**src/rtl/susp_mod_pkg.sv**
```systemverilog
package susp_mod_pkg;
  typedef enum logic [1:0] {PH_IDLE, PH_RUN, PH_SUSP} phase_t;

  localparam int ADR_RUN    = 0;
  localparam int ADR_SUSP   = 1;
  localparam int ADR_CFG    = 2;
  localparam int ADR_PMEN   = 3;
  localparam int ADR_IRQ_RL = 4;
  localparam int ADR_VID_RL = 5;

  localparam int CFG_EN_BIT  = 0;
  localparam int PM_IRQ_BIT  = 3;
  localparam int PM_VID_BIT  = 4;
  localparam int NUM_SPEEDUP = 2;
endpackage

```
**src/rtl/susp_mod_regs.sv**
```systemverilog
module susp_mod_regs #(
  parameter int ADDR_W = 3,
  parameter int DATA_W = 8
) (
  input  logic              clk,
  input  logic              rst,
  input  logic              we,
  input  logic [ADDR_W-1:0] addr,
  input  logic [DATA_W-1:0] wdata,
  output logic [DATA_W-1:0] rdata,
  output logic [DATA_W-1:0] run_cnt,
  output logic [DATA_W-1:0] susp_cnt,
  output logic [DATA_W-1:0] cfg,
  output logic [DATA_W-1:0] pmen,
  output logic [DATA_W-1:0] irq_rl,
  output logic [DATA_W-1:0] vid_rl
);
  import susp_mod_pkg::*;

  always_ff @(posedge clk) begin
    if (rst) begin
      run_cnt  <= '0;
      susp_cnt <= '0;
      cfg      <= '0;
      pmen     <= '0;
      irq_rl   <= '0;
      vid_rl   <= '0;
    end else if (we) begin
      case (int'(addr))
        ADR_RUN:    run_cnt  <= wdata;
        ADR_SUSP:   susp_cnt <= wdata;
        ADR_CFG:    cfg      <= wdata;
        ADR_PMEN:   pmen     <= wdata;
        ADR_IRQ_RL: irq_rl   <= wdata;
        ADR_VID_RL: vid_rl   <= wdata;
        default: ;
      endcase
    end
  end

  always_ff @(posedge clk) begin
    if (rst) rdata <= '0;
    else begin
      case (int'(addr))
        ADR_RUN:    rdata <= run_cnt;
        ADR_SUSP:   rdata <= susp_cnt;
        ADR_CFG:    rdata <= cfg;
        ADR_PMEN:   rdata <= pmen;
        ADR_IRQ_RL: rdata <= irq_rl;
        ADR_VID_RL: rdata <= vid_rl;
        default:    rdata <= '0;
      endcase
    end
  end

  // a write to the suspend count shows up in the held value
  a_r2_susp_write: assert property (@(posedge clk) disable iff (rst)
    (we && int'(addr) == ADR_SUSP) |=> (susp_cnt == $past(wdata)));
endmodule

```
**src/rtl/susp_mod_prescale.sv**
```systemverilog
module susp_mod_prescale #(
  parameter int TICK_DIV = 1600,
  parameter int MS_DIV   = 31
) (
  input  logic clk,
  input  logic rst,
  output logic tick,
  output logic ms_tick
);
  localparam int TW = (TICK_DIV > 1) ? $clog2(TICK_DIV) : 1;
  localparam int MW = (MS_DIV > 1) ? $clog2(MS_DIV) : 1;

  logic [TW-1:0] div_q;
  logic [MW-1:0] ms_q;

  always_ff @(posedge clk) begin
    if (rst) begin
      div_q   <= '0;
      ms_q    <= '0;
      tick    <= 1'b0;
      ms_tick <= 1'b0;
    end else begin
      tick    <= 1'b0;
      ms_tick <= 1'b0;
      if (int'(div_q) == TICK_DIV - 1) begin
        div_q <= '0;
        tick  <= 1'b1;
        if (int'(ms_q) == MS_DIV - 1) begin
          ms_q    <= '0;
          ms_tick <= 1'b1;
        end else begin
          ms_q <= ms_q + 1'b1;
        end
      end else begin
        div_q <= div_q + 1'b1;
      end
    end
  end

  generate
    if (TICK_DIV > 1) begin : g_spacing
      // ticks are never back to back when the divider exceeds one
      a_r4_tick_spacing: assert property (@(posedge clk) disable iff (rst)
        tick |=> !tick);
    end
  endgenerate

  // a millisecond tick only coincides with a base tick
  a_r9_ms_on_tick: assert property (@(posedge clk) disable iff (rst)
    ms_tick |-> tick);
endmodule

```
**src/rtl/susp_mod_speedup.sv**
```systemverilog
module susp_mod_speedup #(
  parameter int CNT_W = 8
) (
  input  logic             clk,
  input  logic             rst,
  input  logic             act,
  input  logic             act_en,
  input  logic             ms_tick,
  input  logic [CNT_W-1:0] reload,
  output logic             hold
);
  logic [CNT_W-1:0] cnt_q;

  always_ff @(posedge clk) begin
    if (rst) cnt_q <= '0;
    else if (act && act_en) cnt_q <= reload;
    else if (ms_tick && cnt_q != '0) cnt_q <= cnt_q - 1'b1;
  end

  assign hold = (cnt_q != '0);

  // qualified activity loads the reload value
  a_r9_reload: assert property (@(posedge clk) disable iff (rst)
    (act && act_en) |=> (cnt_q == $past(reload)));
  // unqualified activity never raises the count
  a_r10_no_load: assert property (@(posedge clk) disable iff (rst)
    !(act && act_en) |=> (cnt_q <= $past(cnt_q)));
endmodule

```
**src/rtl/susp_mod_seq.sv**
```systemverilog
module susp_mod_seq #(
  parameter int CNT_W = 8
) (
  input  logic             clk,
  input  logic             rst,
  input  logic             en,
  input  logic             hold,
  input  logic             tick,
  input  logic [CNT_W-1:0] run_cnt,
  input  logic [CNT_W-1:0] susp_cnt,
  output logic             susp_n
);
  import susp_mod_pkg::*;

  phase_t           ph_q, ph_d;
  logic [CNT_W-1:0] cnt_q, cnt_d;
  logic             run_nz, susp_nz;

  assign run_nz  = (run_cnt != '0);
  assign susp_nz = (susp_cnt != '0);

  always_comb begin
    ph_d  = ph_q;
    cnt_d = cnt_q;
    if (!en) begin
      ph_d  = PH_IDLE;
      cnt_d = '0;
    end else if (!hold) begin
      case (ph_q)
        PH_IDLE: begin
          if (run_nz)       begin ph_d = PH_RUN;  cnt_d = run_cnt;  end
          else if (susp_nz) begin ph_d = PH_SUSP; cnt_d = susp_cnt; end
        end
        PH_RUN: if (tick) begin
          if (cnt_q == 1) begin
            if (susp_nz)     begin ph_d = PH_SUSP; cnt_d = susp_cnt; end
            else if (run_nz) begin ph_d = PH_RUN;  cnt_d = run_cnt;  end
            else             begin ph_d = PH_IDLE; cnt_d = '0;       end
          end else cnt_d = cnt_q - 1'b1;
        end
        PH_SUSP: if (tick) begin
          if (cnt_q == 1) begin
            if (run_nz)       begin ph_d = PH_RUN;  cnt_d = run_cnt;  end
            else if (susp_nz) begin ph_d = PH_SUSP; cnt_d = susp_cnt; end
            else              begin ph_d = PH_IDLE; cnt_d = '0;       end
          end else cnt_d = cnt_q - 1'b1;
        end
        default: begin ph_d = PH_IDLE; cnt_d = '0; end
      endcase
    end
  end

  always_ff @(posedge clk) begin
    if (rst) begin
      ph_q   <= PH_IDLE;
      cnt_q  <= '0;
      susp_n <= 1'b1;
    end else begin
      ph_q   <= ph_d;
      cnt_q  <= cnt_d;
      susp_n <= !(en && !hold && ph_d == PH_SUSP);
    end
  end

  // disabled modulation releases the request
  a_r3_disabled_high: assert property (@(posedge clk) disable iff (rst)
    !en |=> susp_n);
  // speedup hold releases the request
  a_r9_hold_high: assert property (@(posedge clk) disable iff (rst)
    hold |=> susp_n);
  // an active phase never carries a zero count
  a_r7_no_zero_phase: assert property (@(posedge clk) disable iff (rst)
    (ph_q != PH_IDLE) |-> (cnt_q != '0));
  // the counter is frozen while held
  a_r9_pause: assert property (@(posedge clk) disable iff (rst)
    (en && hold) |=> $stable(cnt_q));
endmodule

```
**src/rtl/susp_mod_top.sv**
```systemverilog
module susp_mod_top #(
  parameter int ADDR_W   = 3,
  parameter int CNT_W    = 8,
  parameter int TICK_DIV = 1600,
  parameter int MS_DIV   = 31
) (
  input  logic              clk,
  input  logic              rst,
  input  logic              bus_we,
  input  logic [ADDR_W-1:0] bus_addr,
  input  logic [CNT_W-1:0]  bus_wdata,
  output logic [CNT_W-1:0]  bus_rdata,
  input  logic              irq_pulse,
  input  logic              vid_pulse,
  output logic              susp_n
);
  import susp_mod_pkg::*;

  logic [CNT_W-1:0] run_cnt, susp_cnt, cfg, pmen, irq_rl, vid_rl;
  logic             tick, ms_tick;
  logic [NUM_SPEEDUP-1:0] act, act_en, hold;
  logic [CNT_W-1:0] rl [NUM_SPEEDUP];

  susp_mod_regs #(.ADDR_W(ADDR_W), .DATA_W(CNT_W)) u_regs (
    .clk(clk), .rst(rst), .we(bus_we), .addr(bus_addr), .wdata(bus_wdata),
    .rdata(bus_rdata), .run_cnt(run_cnt), .susp_cnt(susp_cnt), .cfg(cfg),
    .pmen(pmen), .irq_rl(irq_rl), .vid_rl(vid_rl));

  susp_mod_prescale #(.TICK_DIV(TICK_DIV), .MS_DIV(MS_DIV)) u_pre (
    .clk(clk), .rst(rst), .tick(tick), .ms_tick(ms_tick));

  assign act    = {vid_pulse, irq_pulse};
  assign act_en = {pmen[PM_VID_BIT], pmen[PM_IRQ_BIT]};
  assign rl[0]  = irq_rl;
  assign rl[1]  = vid_rl;

  generate
    for (genvar i = 0; i < NUM_SPEEDUP; i++) begin : g_spd
      susp_mod_speedup #(.CNT_W(CNT_W)) u_spd (
        .clk(clk), .rst(rst), .act(act[i]), .act_en(act_en[i]),
        .ms_tick(ms_tick), .reload(rl[i]), .hold(hold[i]));
    end
  endgenerate

  susp_mod_seq #(.CNT_W(CNT_W)) u_seq (
    .clk(clk), .rst(rst), .en(cfg[CFG_EN_BIT]), .hold(|hold), .tick(tick),
    .run_cnt(run_cnt), .susp_cnt(susp_cnt), .susp_n(susp_n));
endmodule

```
**config.mk**
```make
export PLATFORM = sky130hd
export DESIGN_NAME = susp_mod_top
export DESIGN_NICKNAME = d
export VERILOG_FILES = /design/src/rtl/susp_mod_pkg.sv /design/src/rtl/susp_mod_regs.sv /design/src/rtl/susp_mod_prescale.sv /design/src/rtl/susp_mod_speedup.sv /design/src/rtl/susp_mod_seq.sv /design/src/rtl/susp_mod_top.sv
export SDC_FILE = /design/constraint.sdc
export NUM_CORES = 1
export LEC_CHECK = 0
export BUFFER_PORTS_ARGS = -buffer_cell sky130_fd_sc_hd__buf_2
export CAP_MARGIN = 20
export CORE_UTILIZATION = 25
export DETAILED_ROUTE_END_ITERATION = 8
export PLACE_DENSITY_LB_ADDON = 0.05
export SYNTH_ARGS = -nofsm -noshare
export SYNTH_HDL_FRONTEND = slang
export SYNTH_SLANG_ARGS = --single-unit
```
**constraint.sdc**
```tcl
create_clock -name clk -period 2.95 [get_ports clk]
set_clock_uncertainty 0.15 [all_clocks]
set_input_delay 0.295 -clock clk [delete_from_list [all_inputs] [get_ports clk]]
set_output_delay 0.295 -clock clk [all_outputs]
set_load 0.02 [all_outputs]
```
==> flow_summary.toml, run 1 <==
[floorplanning]
die_x_um = 145
fp.dieH_um = 145
rows = 52
dieArea_um2 = 21100
pin_count = 25
initial_core_util_pct = 25.4
coreArea_um2 = 20200

[cts]
clockBufferDepth = 2
cts_resized = 0
clock_latency_ns = 0.35
path_clk_slew_ns = 0.07
cts.sinks = 101
post_cts_buffers = 0
h-tree-depth = 3
hold_buffers = 0
cts_root_buffer = "clkbuf_16"
cts_tree = "built"
numCtsBuffers = 9

[critical_path]
criticalPathCategory = "reg -> reg"
critPathMaxFanout = 6
worstPathRequired_ns = 3.09
crit_path_start_kind = "flip-flop"
cp.arrival_ns = 2.73
endpoint_kind = "flip-flop"
regToRegSetupSlack_ns = 0.36

[sta]
period_share_pct = 87.7
setup_slack_ns = 0.362
setup_viol = 0
grt_setup_unrepaired = "false"
tns_ns = 0
fmax_mhz = 386
slew_viol_final = 0
max-slew-margin-rel_pct = 38.6
tightest_slew_ns = 0.921
hold_viol = 0
min_period_ns = 2.59

[grt]
grt_overflow = 0
grt_usage_pct = 15.9
antenna_found_initial = 0
grt_pass1_vias = 4483
grt_max_degree = 82
grt_pass1_wl_mm = 26.0

[routing]
drt-wirelength-per-cell_um = 17.7
via_per_inst = 5.10
routed_wirelength_mm = 16.3
first_pass_iters = 5
first_iter_violations = 336
drc = 0
ant_nets = 0
vias = 4693

[flow_run]
drv_cap = 0

[cells_and_area]
n_antenna_cell = 0
syn_to_final_growth_pct = 13.3
nNetsFinal = 671
drive_gt1_share_pct = 10.4
nFillCells = 2226

[synth]
synth_cells = 634
synthTopCellsByArea = "dfxtp_1 (39%), nand2_1 (7.5%), a21oi_1 (6.0%)"
synth_edf_count = 0
synth_area_um2 = 5130
avgSynthCellArea_um2 = 8.10
async_reset_ff_share_pct = 0
synth_area_leader_cell = "dfxtp_1"
syn-num-nets = 658
ys_seq_elements = 101
ys_warn_count = 0
synthDistinctLibCells = 65
synth_ff_type = "dfxtp_1"
synth_top_area_share_pct = 39.4
ys_seq_area_share_pct = 39.4

[placement]
routabilityCongestion = 0.820
pre_cts_ws_ns = 0.391
io_buffers = 24
hpwl_mm = 11.6

[pwr]
p_leak_nw = 2.03
finalPower_w = 0.00277
ir_drop_mv = 0.274
power_density_nw_per_um2 = 476

[run_status]
run_status = "completed"

[worst_hold_path]
hold_class = "in -> reg"
logic make-up (layout without fill, tap and decap cells):
| logic type | count (synthesis) | after routing | synth area share, % |
|---|---|---|---|
| and+or+nand+nor | 269 | 269 | 25.0 |
| xor gates and xnor gates | 20 | 20 | 3.41 |
| AOI/OAI and AO/OA | 161 | 161 | 21.1 |
| DFF | 101 | 101 | 39.4 |
| adders and majority gates | 9 | 9 | 2.15 |
| buffers and inverters | 49 | 66 | 3.61 |
| muxes | 25 | 25 | 5.34 |
Yosys cell counts, drive strengths merged, types with 8 or more instances:
cell type	n
and2	9
dfxtp	101
nor3	17
a211oi	17
nor2	64
mux2	9
ha	8
nor2b	11
nand2	103
xnor2	10
o21ai	13
clkbuf	27
xor2	10
a21oi	62
inv	15
mux2i	15
a22oi	8
nand3	17
metal layers:
layer / track usage, % / vias to the layer above / share of wire (%)
met5: 0 / - / 0
met4: 5.63 / 0 / 1.4
met3: 1.79 / 13 / 3.9
met2: 23.6 / 126 / 43
met1: 23.5 / 2233 / 52
li1: - / 2321 / -
registers in the layout, summed over array words and instances, names as in the netlist:
signal             count
u_pre.tick             1
u_seq.ph_q             2
u_pre.div_q           11
u_regs.cfg             8
u_regs.pmen            8
u_pre.ms_tick          1
u_seq.susp_n           1
u_regs.irq_rl          8
g_spd.u_spd.cnt_q     16
u_seq.cnt_q            8
u_regs.vid_rl          8
u_regs.rdata           8
u_regs.susp_cnt        8
u_pre.ms_q             5
u_regs.run_cnt         8
critical path, stage by stage, from the launching register on:
cell and delay, ns:
dfxtp_1 0.33, inv_1 0.06, ha_1 0.18, or3b_1 0.45, or4_4 0.59, nor3_1 0.35, and2_1 0.26, a32o_1 0.16
report_power, final:
part | switching, W | total (W) | internal, W
Sequential | 0.0000244 | 0.00141 | 0.00138
Combinational | 0.000153 | 0.000231 | 0.0000779
Clock | 0.000531 | 0.00113 | 0.000594
final cells by class:
cell class	instances	area, um2	area share, %
clock inverter	1	7.51	0.129
inverter	15	56.3	0.969
multi-input combinational	484	2930	50.3
clock buffer	14	254	4.37
timing repair buffer	36	210	3.62
tap	270	338	5.81
sequential	101	2020	34.8
metrics by stage:
step	utilization, %	hold WS, ns	std cells	area (um2)
after floorplan	-	0.276	634	5130
after global placement	27.5	0.293	906	5550
after detailed placement	27.5	0.297	906	5550
after CTS	28.8	0.0854	921	5810
after global routing	28.8	0.112	921	5810
final	28.8	0.0933	921	5810
placed cells by master (no fill, tap or decap), types with 11 or more instances in the layout:
master and n:
nand2_1 103, dfxtp_1 101, nor2_1 64, a21oi_1 62
buf_2 24, nand3_1 17, nor3_1 17, a211oi_1 17
inv_1 15, mux2i_1 15, o21ai_0 13, buf_4 12
nor2b_1 11
worst paths after layout:
| path | depth (start not counted) | endpoint | startpoint |
|---|---|---|---|
| setup / recovery | 7 | u_seq.cnt_q[2]$_SDFFE_PP0P_ | g_spd[1].u_spd.cnt_q[0]$_SDFFE_PP0P_ |
| hold reg to reg | 2 | u_regs.cfg[3]$_SDFFE_PP0P_ | u_regs.cfg[3]$_SDFFE_PP0P_ |
| hold / removal | 3 | g_spd[0].u_spd.cnt_q[1]$_SDFFE_PP0P_ | irq_pulse |
| setup reg to reg | 7 | u_seq.cnt_q[2]$_SDFFE_PP0P_ | g_spd[1].u_spd.cnt_q[0]$_SDFFE_PP0P_ |
(Power assumes the default switching activity.)
==> run 2: changes to the inputs <==
--- a/config.mk
+++ b/config.mk
@@ -8,6 +8,7 @@
 export BUFFER_PORTS_ARGS = -buffer_cell sky130_fd_sc_hd__buf_2
 export CAP_MARGIN = 20
 export CORE_UTILIZATION = 25
+export CTS_BUF_LIST = sky130_fd_sc_hd__clkbuf_8
 export DETAILED_ROUTE_END_ITERATION = 8
 export PLACE_DENSITY_LB_ADDON = 0.05
 export SYNTH_ARGS = -nofsm -noshare
==> flow_summary.toml, run 2 (same netlist as run 1, synthesis figures left out) <==
[routing]
first_pass_iters = 5
routed_wirelength_mm = 16.3
drc = 0
drt-wirelength-per-cell_um = 17.7
first_iter_violations = 321
ant_nets = 0
vias = 4662
via_per_inst = 5.06

[cts]
cts_root_buffer = "clkbuf_8"
cts_resized = 0
cts_tree = "built"
cts.sinks = 101
h-tree-depth = 3
clockBufferDepth = 2
hold_buffers = 0
clock_latency_ns = 0.38
post_cts_buffers = 0
path_clk_slew_ns = 0.10
numCtsBuffers = 9

[sta]
grt_setup_unrepaired = "false"
slew_viol_final = 0
max-slew-margin-rel_pct = 38.7
fmax_mhz = 387
setup_viol = 0
min_period_ns = 2.58
tightest_slew_ns = 0.919
period_share_pct = 87.5
hold_viol = 0
tns_ns = 0

[grt]
grt_pass1_vias = 4505
grt_pass1_wl_mm = 25.9
grt_max_degree = 82
grt_usage_pct = 15.9
antenna_found_initial = 0
grt_overflow = 0

[cells_and_area]
syn_to_final_growth_pct = 11.3
regMostFlops = "g_spd.u_spd.cnt_q"
largest_reg_flops = 16
nNetsFinal = 671
layout_commonest_cell = "nand2_1"
final_cells = 921
most-common-layout-cells = "nand2_1 (103), dfxtp_1 (101), nor2_1 (64)"
n_antenna_cell = 0
reg_top3 = "g_spd.u_spd.cnt_q x16, u_pre.div_q x11"
drive_gt1_share_pct = 10.4

[run_status]
run_status = "completed"

[floorplanning]
coreArea_um2 = 20200
pin_count = 25
die_x_um = 145
initial_core_util_pct = 25.4
fp.dieH_um = 145
rows = 52
dieArea_um2 = 21100

[placement]
routabilityCongestion = 0.820
io_buffers = 24
hpwl_mm = 11.6
placed_cells = 906

[critical_path]
endpoint_kind = "flip-flop"
criticalPathCategory = "reg -> reg"
worstPathRequired_ns = 3.13
crit_path_start_kind = "flip-flop"
cp.arrival_ns = 2.76
critPathMaxFanout = 6

[pwr]
power_density_nw_per_um2 = 430
ir_drop_mv = 0.160
p_leak_nw = 2.00

[flow_run]
drv_cap = 0

[worst_hold_path]
hold_class = "in -> reg"
## run 2: stage by stage
| step | instance area, um2 | worst slack, ns | util (%) | power (W) | hold WS, ns |
|---|---|---|---|---|---|
| detailed placement | 5550 | 0.391 | 27.5 | 0.00167 | 0.297 |
| global placement | 5550 | 0.410 | 27.5 | 0.00167 | 0.293 |
| CTS | 5710 | 0.362 | 28.3 | 0.00250 | 0.0412 |
| global route | 5710 | 0.100 | 28.3 | 0.00258 | 0.0659 |
| finish | 5710 | 0.368 | 28.3 | 0.00245 | 0.0603 |
| floorplan | 5130 | 0.527 | - | 0.00158 | 0.276 |
## run 2: metal layers
metal / GRT usage, % / share of wire (%) / vias to the layer above
li1: - / - / 2316
met1: 23.3 / 52 / 2223
met2: 23.5 / 43 / 107
met3: 1.89 / 3.5 / 16
met4: 5.84 / 1.8 / 0
met5: 0 / 0 / -
## run 2: critical path, cell delays in order (launching register included)
cell	delay [ns]
dfxtp_1	0.34
inv_1	0.06
ha_1	0.18
or3b_1	0.45
or4_4	0.59
nor3_1	0.34
and2_1	0.26
a32o_1	0.16
## run 2: worst paths after layout
| path | from | to | slack (ns) | cells after the start |
|---|---|---|---|---|
| worst max register to register | g_spd[1].u_spd.cnt_q[0]$_SDFFE_PP0P_ | u_seq.cnt_q[2]$_SDFFE_PP0P_ | 0.37 | 7 |
| worst max-delay path | g_spd[1].u_spd.cnt_q[0]$_SDFFE_PP0P_ | u_seq.cnt_q[2]$_SDFFE_PP0P_ | 0.37 | 7 |
| worst min-delay path | irq_pulse | g_spd[0].u_spd.cnt_q[1]$_SDFFE_PP0P_ | 0.06 | 3 |
| worst min register to register | u_regs.cfg[3]$_SDFFE_PP0P_ | u_regs.cfg[3]$_SDFFE_PP0P_ | 0.31 | 2 |
## run 2: where the power goes
part	switching (W)	internal [W]	leakage, nW
logic	0.000152	0.0000779	1.09
clock network	0.000500	0.000315	0.0934
registers	0.0000244	0.00138	0.816
total	0.000677	0.00178	2.00
## run 2: final cells by class
type                    instances  area, um2
inverters                      15       56.3
clock inverters                 5       22.5
fillers                      2240      14500
clock buffers                  10        138
repair buffers                 36        210
multi-input cells             484       2930
well taps                     270        338
flip-flops and latches        101       2020
==> run 3: changes to the inputs <==
--- a/config.mk
+++ b/config.mk
@@ -13,4 +13,5 @@
 export PLACE_DENSITY_LB_ADDON = 0.05
 export SYNTH_ARGS = -nofsm -noshare
 export SYNTH_HDL_FRONTEND = slang
+export SYNTH_HIERARCHICAL = 1
 export SYNTH_SLANG_ARGS = --single-unit
==> constraint.sdc (replaced) <==
create_clock -name clk -period 2.69 [get_ports clk]
set_clock_uncertainty 0.15 [all_clocks]
set_input_delay 0.269 -clock clk [delete_from_list [all_inputs] [get_ports clk]]
set_output_delay 0.269 -clock clk [all_outputs]
set_load 0.02 [all_outputs]
==> flow_summary.toml, run 3 <==
[synth]
synth_edf_count = 0
avgSynthCellArea_um2 = 8.86
async_reset_ff_share_pct = 0
synth_top_area_share_pct = 37.8
ys_warn_count = 6
synth_ff_type = "dfxtp_1"
ys_seq_area_share_pct = 37.8
synth_area_leader_cell = "dfxtp_1"
ys_seq_elements = 101
synthTopCellsByArea = "dfxtp_1 (38%), mux2i_1 (9.2%), nand2_1 (4.6%)"
synthDistinctLibCells = 70
syn-num-nets = 627
synth_area_um2 = 5350
synth_cells = 604
synth_common_cells = "dfxtp_1 (101), nand2_1 (65), nor2_1 (61)"
yosysMostFrequentCell = "dfxtp_1"

[cells_and_area]
largest_reg_flops = 16
regMostFlops = "g_spd.u_spd/cnt_q"
syn_to_final_growth_pct = 9.68
n_antenna_cell = 0
final_area_um2 = 5870
reg_top3 = "g_spd.u_spd/cnt_q x16, u_pre/div_q x11"
layout_commonest_cell = "dfxtp_1"
nNetsFinal = 636
utilization_pct = 27.9
most-common-layout-cells = "dfxtp_1 (101), nand2_1 (65), nor2_1 (61)"
drive_gt1_share_pct = 12.0

[grt]
grt_overflow = 0
grt_pass1_wl_mm = 25.0
grt_pass1_vias = 4269
antenna_found_initial = 0
grt_usage_pct = 14.9
grt_max_degree = 54

[floorplanning]
die_x_um = 148
coreArea_um2 = 21000
initial_core_util_pct = 25.4
dieArea_um2 = 22000
fp.dieH_um = 148
rows = 53
pin_count = 25

[routing]
first_pass_iters = 5
vias = 4492
first_iter_violations = 253
drt-wirelength-per-cell_um = 17.6
ant_nets = 0
via_per_inst = 5.04
routed_wirelength_mm = 15.7
drc = 0

[cts]
clock_latency_ns = 0.38
cts_resized = 0
post_cts_buffers = 0
cts_root_buffer = "clkbuf_8"
hold_buffers = 0
numCtsBuffers = 9
cts.sinks = 101
cts_tree = "built"
clockBufferDepth = 2
h-tree-depth = 3
path_clk_slew_ns = 0.09

[critical_path]
cp.arrival_ns = 2.44
path_buf_inv = 1
path_cells = "nor3_1 -> nand3_1 -> or2_1 -> a311oi_1 -> buf_4 -> nand2_1 -> o211ai_1"
critical_path.top_delay_family = "simple AND/OR/NAND/NOR gates"
critPathMaxFanout = 11
endpoint_kind = "flip-flop"
crit_path_start_kind = "flip-flop"
cp_slowest_cell = "nor3_1"
max_stage_delay_ns = 0.38
worstPathRequired_ns = 2.84
criticalPathCategory = "reg -> reg"

[sta]
setup_slack_ns = 0.400
min_period_ns = 2.29
hold_viol = 0
tightest_slew_ns = 0.685
slew_viol_final = 0
max-slew-margin-rel_pct = 53.9
fmax_mhz = 437
setup_viol = 0
grt_setup_unrepaired = "false"
tns_ns = 0
period_share_pct = 85.1

[flow_run]
drv_cap = 0

[placement]
hpwl_mm = 11.3
io_buffers = 24
placed_cell_area_um2 = 5670
pre_cts_ws_ns = 0.399
routabilityCongestion = 0.772

[pwr]
power_density_nw_per_um2 = 484
ir_drop_mv = 0.256
finalPower_w = 0.00284
p_leak_nw = 2.00

[run_status]
run_status = "completed"

[worst_hold_path]
hold_class = "in -> reg"
-- run 3: changes by cell type after synthesis, moves of 9 or more --
| cell | previous run | this run |
|---|---|---|
| clkbuf_1 | 27 | 10 |
| a31oi_1 | 5 | 18 |
| mux2i_1 | 15 | 49 |
| buf_2 | 1 | 11 |
| mux2_2 | 9 | 0 |
| a21oi_1 | 62 | 48 |
| nand2_1 | 103 | 65 |
-- run 3: report_power, final --
part | switching, W | internal [W] | total (W)
clock | 0.000547 | 0.000476 | 0.00102
combinational | 0.000166 | 0.000103 | 0.000269
sequential | 0.0000289 | 0.00152 | 0.00155
total | 0.000742 | 0.00210 | 0.00284
-- run 3: cell type report --
type                            count  area [um2]
Clock buffer                       11         151
Clock inverter                      4        47.5
Fill cell                        2260       15200
Inverter                           16        60.1
Multi-Input combinational cell    450        3030
Sequential cell                   101        2020
Tap cell                          275         344
Timing Repair Buffer               35         215
-- run 3: kinds of logic (layout without fill, tap and decap cells) --
| logic type | count (synthesis) | after routing | share of synthesized area, % |
|---|---|---|---|
| AOI/OAI and AO/OA | 147 | 147 | 18.5 |
| xor gates and xnor gates | 17 | 17 | 2.78 |
| adders and majority gates | 7 | 7 | 1.64 |
| buffers and inverters | 53 | 66 | 5.61 |
| DFF | 101 | 101 | 37.8 |
| muxes | 49 | 49 | 9.17 |
| and+or+nand+nor | 230 | 230 | 24.5 |
-- run 3: metal layers --
layer  global-route usage [%]  up-vias  wire length, um
met1                     21.4     2168             8060
li1                         -     2241                -
met4                     3.25        0              127
met2                     22.9       73             7030
met3                     2.98       10              469
met5                        0        -                0
-- run 3: worst reg2reg max path: stages (launching register included) --
cell and delay, ns:
dfxtp_1 0.36, nor3_1 0.38, nand3_1 0.20, or2_1 0.33, a311oi_1 0.23, buf_4 0.23
nand2_1 0.13, o211ai_1 0.20
-- run 3: stage by stage --
step | cells | hold WS (ns)
3_5_place_dp | 877 | 0.299
6_report | 892 | 0.0412
2_1_floorplan | 604 | 0.255
4_1_cts | 892 | 0.00582
5_1_grt | 892 | 0.0170
3_3_place_gp | 877 | 0.292
-- run 3: worst paths after layout --
kind                                                            from  cells past startpoint  slack [ns]                                    to
worst max register to register  g_spd[1].u_spd/cnt_q[2]$_SDFFE_PP0P_                      7        0.40           u_seq/cnt_q[6]$_SDFFE_PP0P_
worst min register to register           u_regs/pmen[6]$_SDFFE_PP0P_                      2        0.31           u_regs/pmen[6]$_SDFFE_PP0P_
worst min-delay path                                       irq_pulse                      3        0.04  g_spd[0].u_spd/cnt_q[1]$_SDFFE_PP0P_
worst max-delay path            g_spd[1].u_spd/cnt_q[2]$_SDFFE_PP0P_                      7        0.40           u_seq/cnt_q[6]$_SDFFE_PP0P_
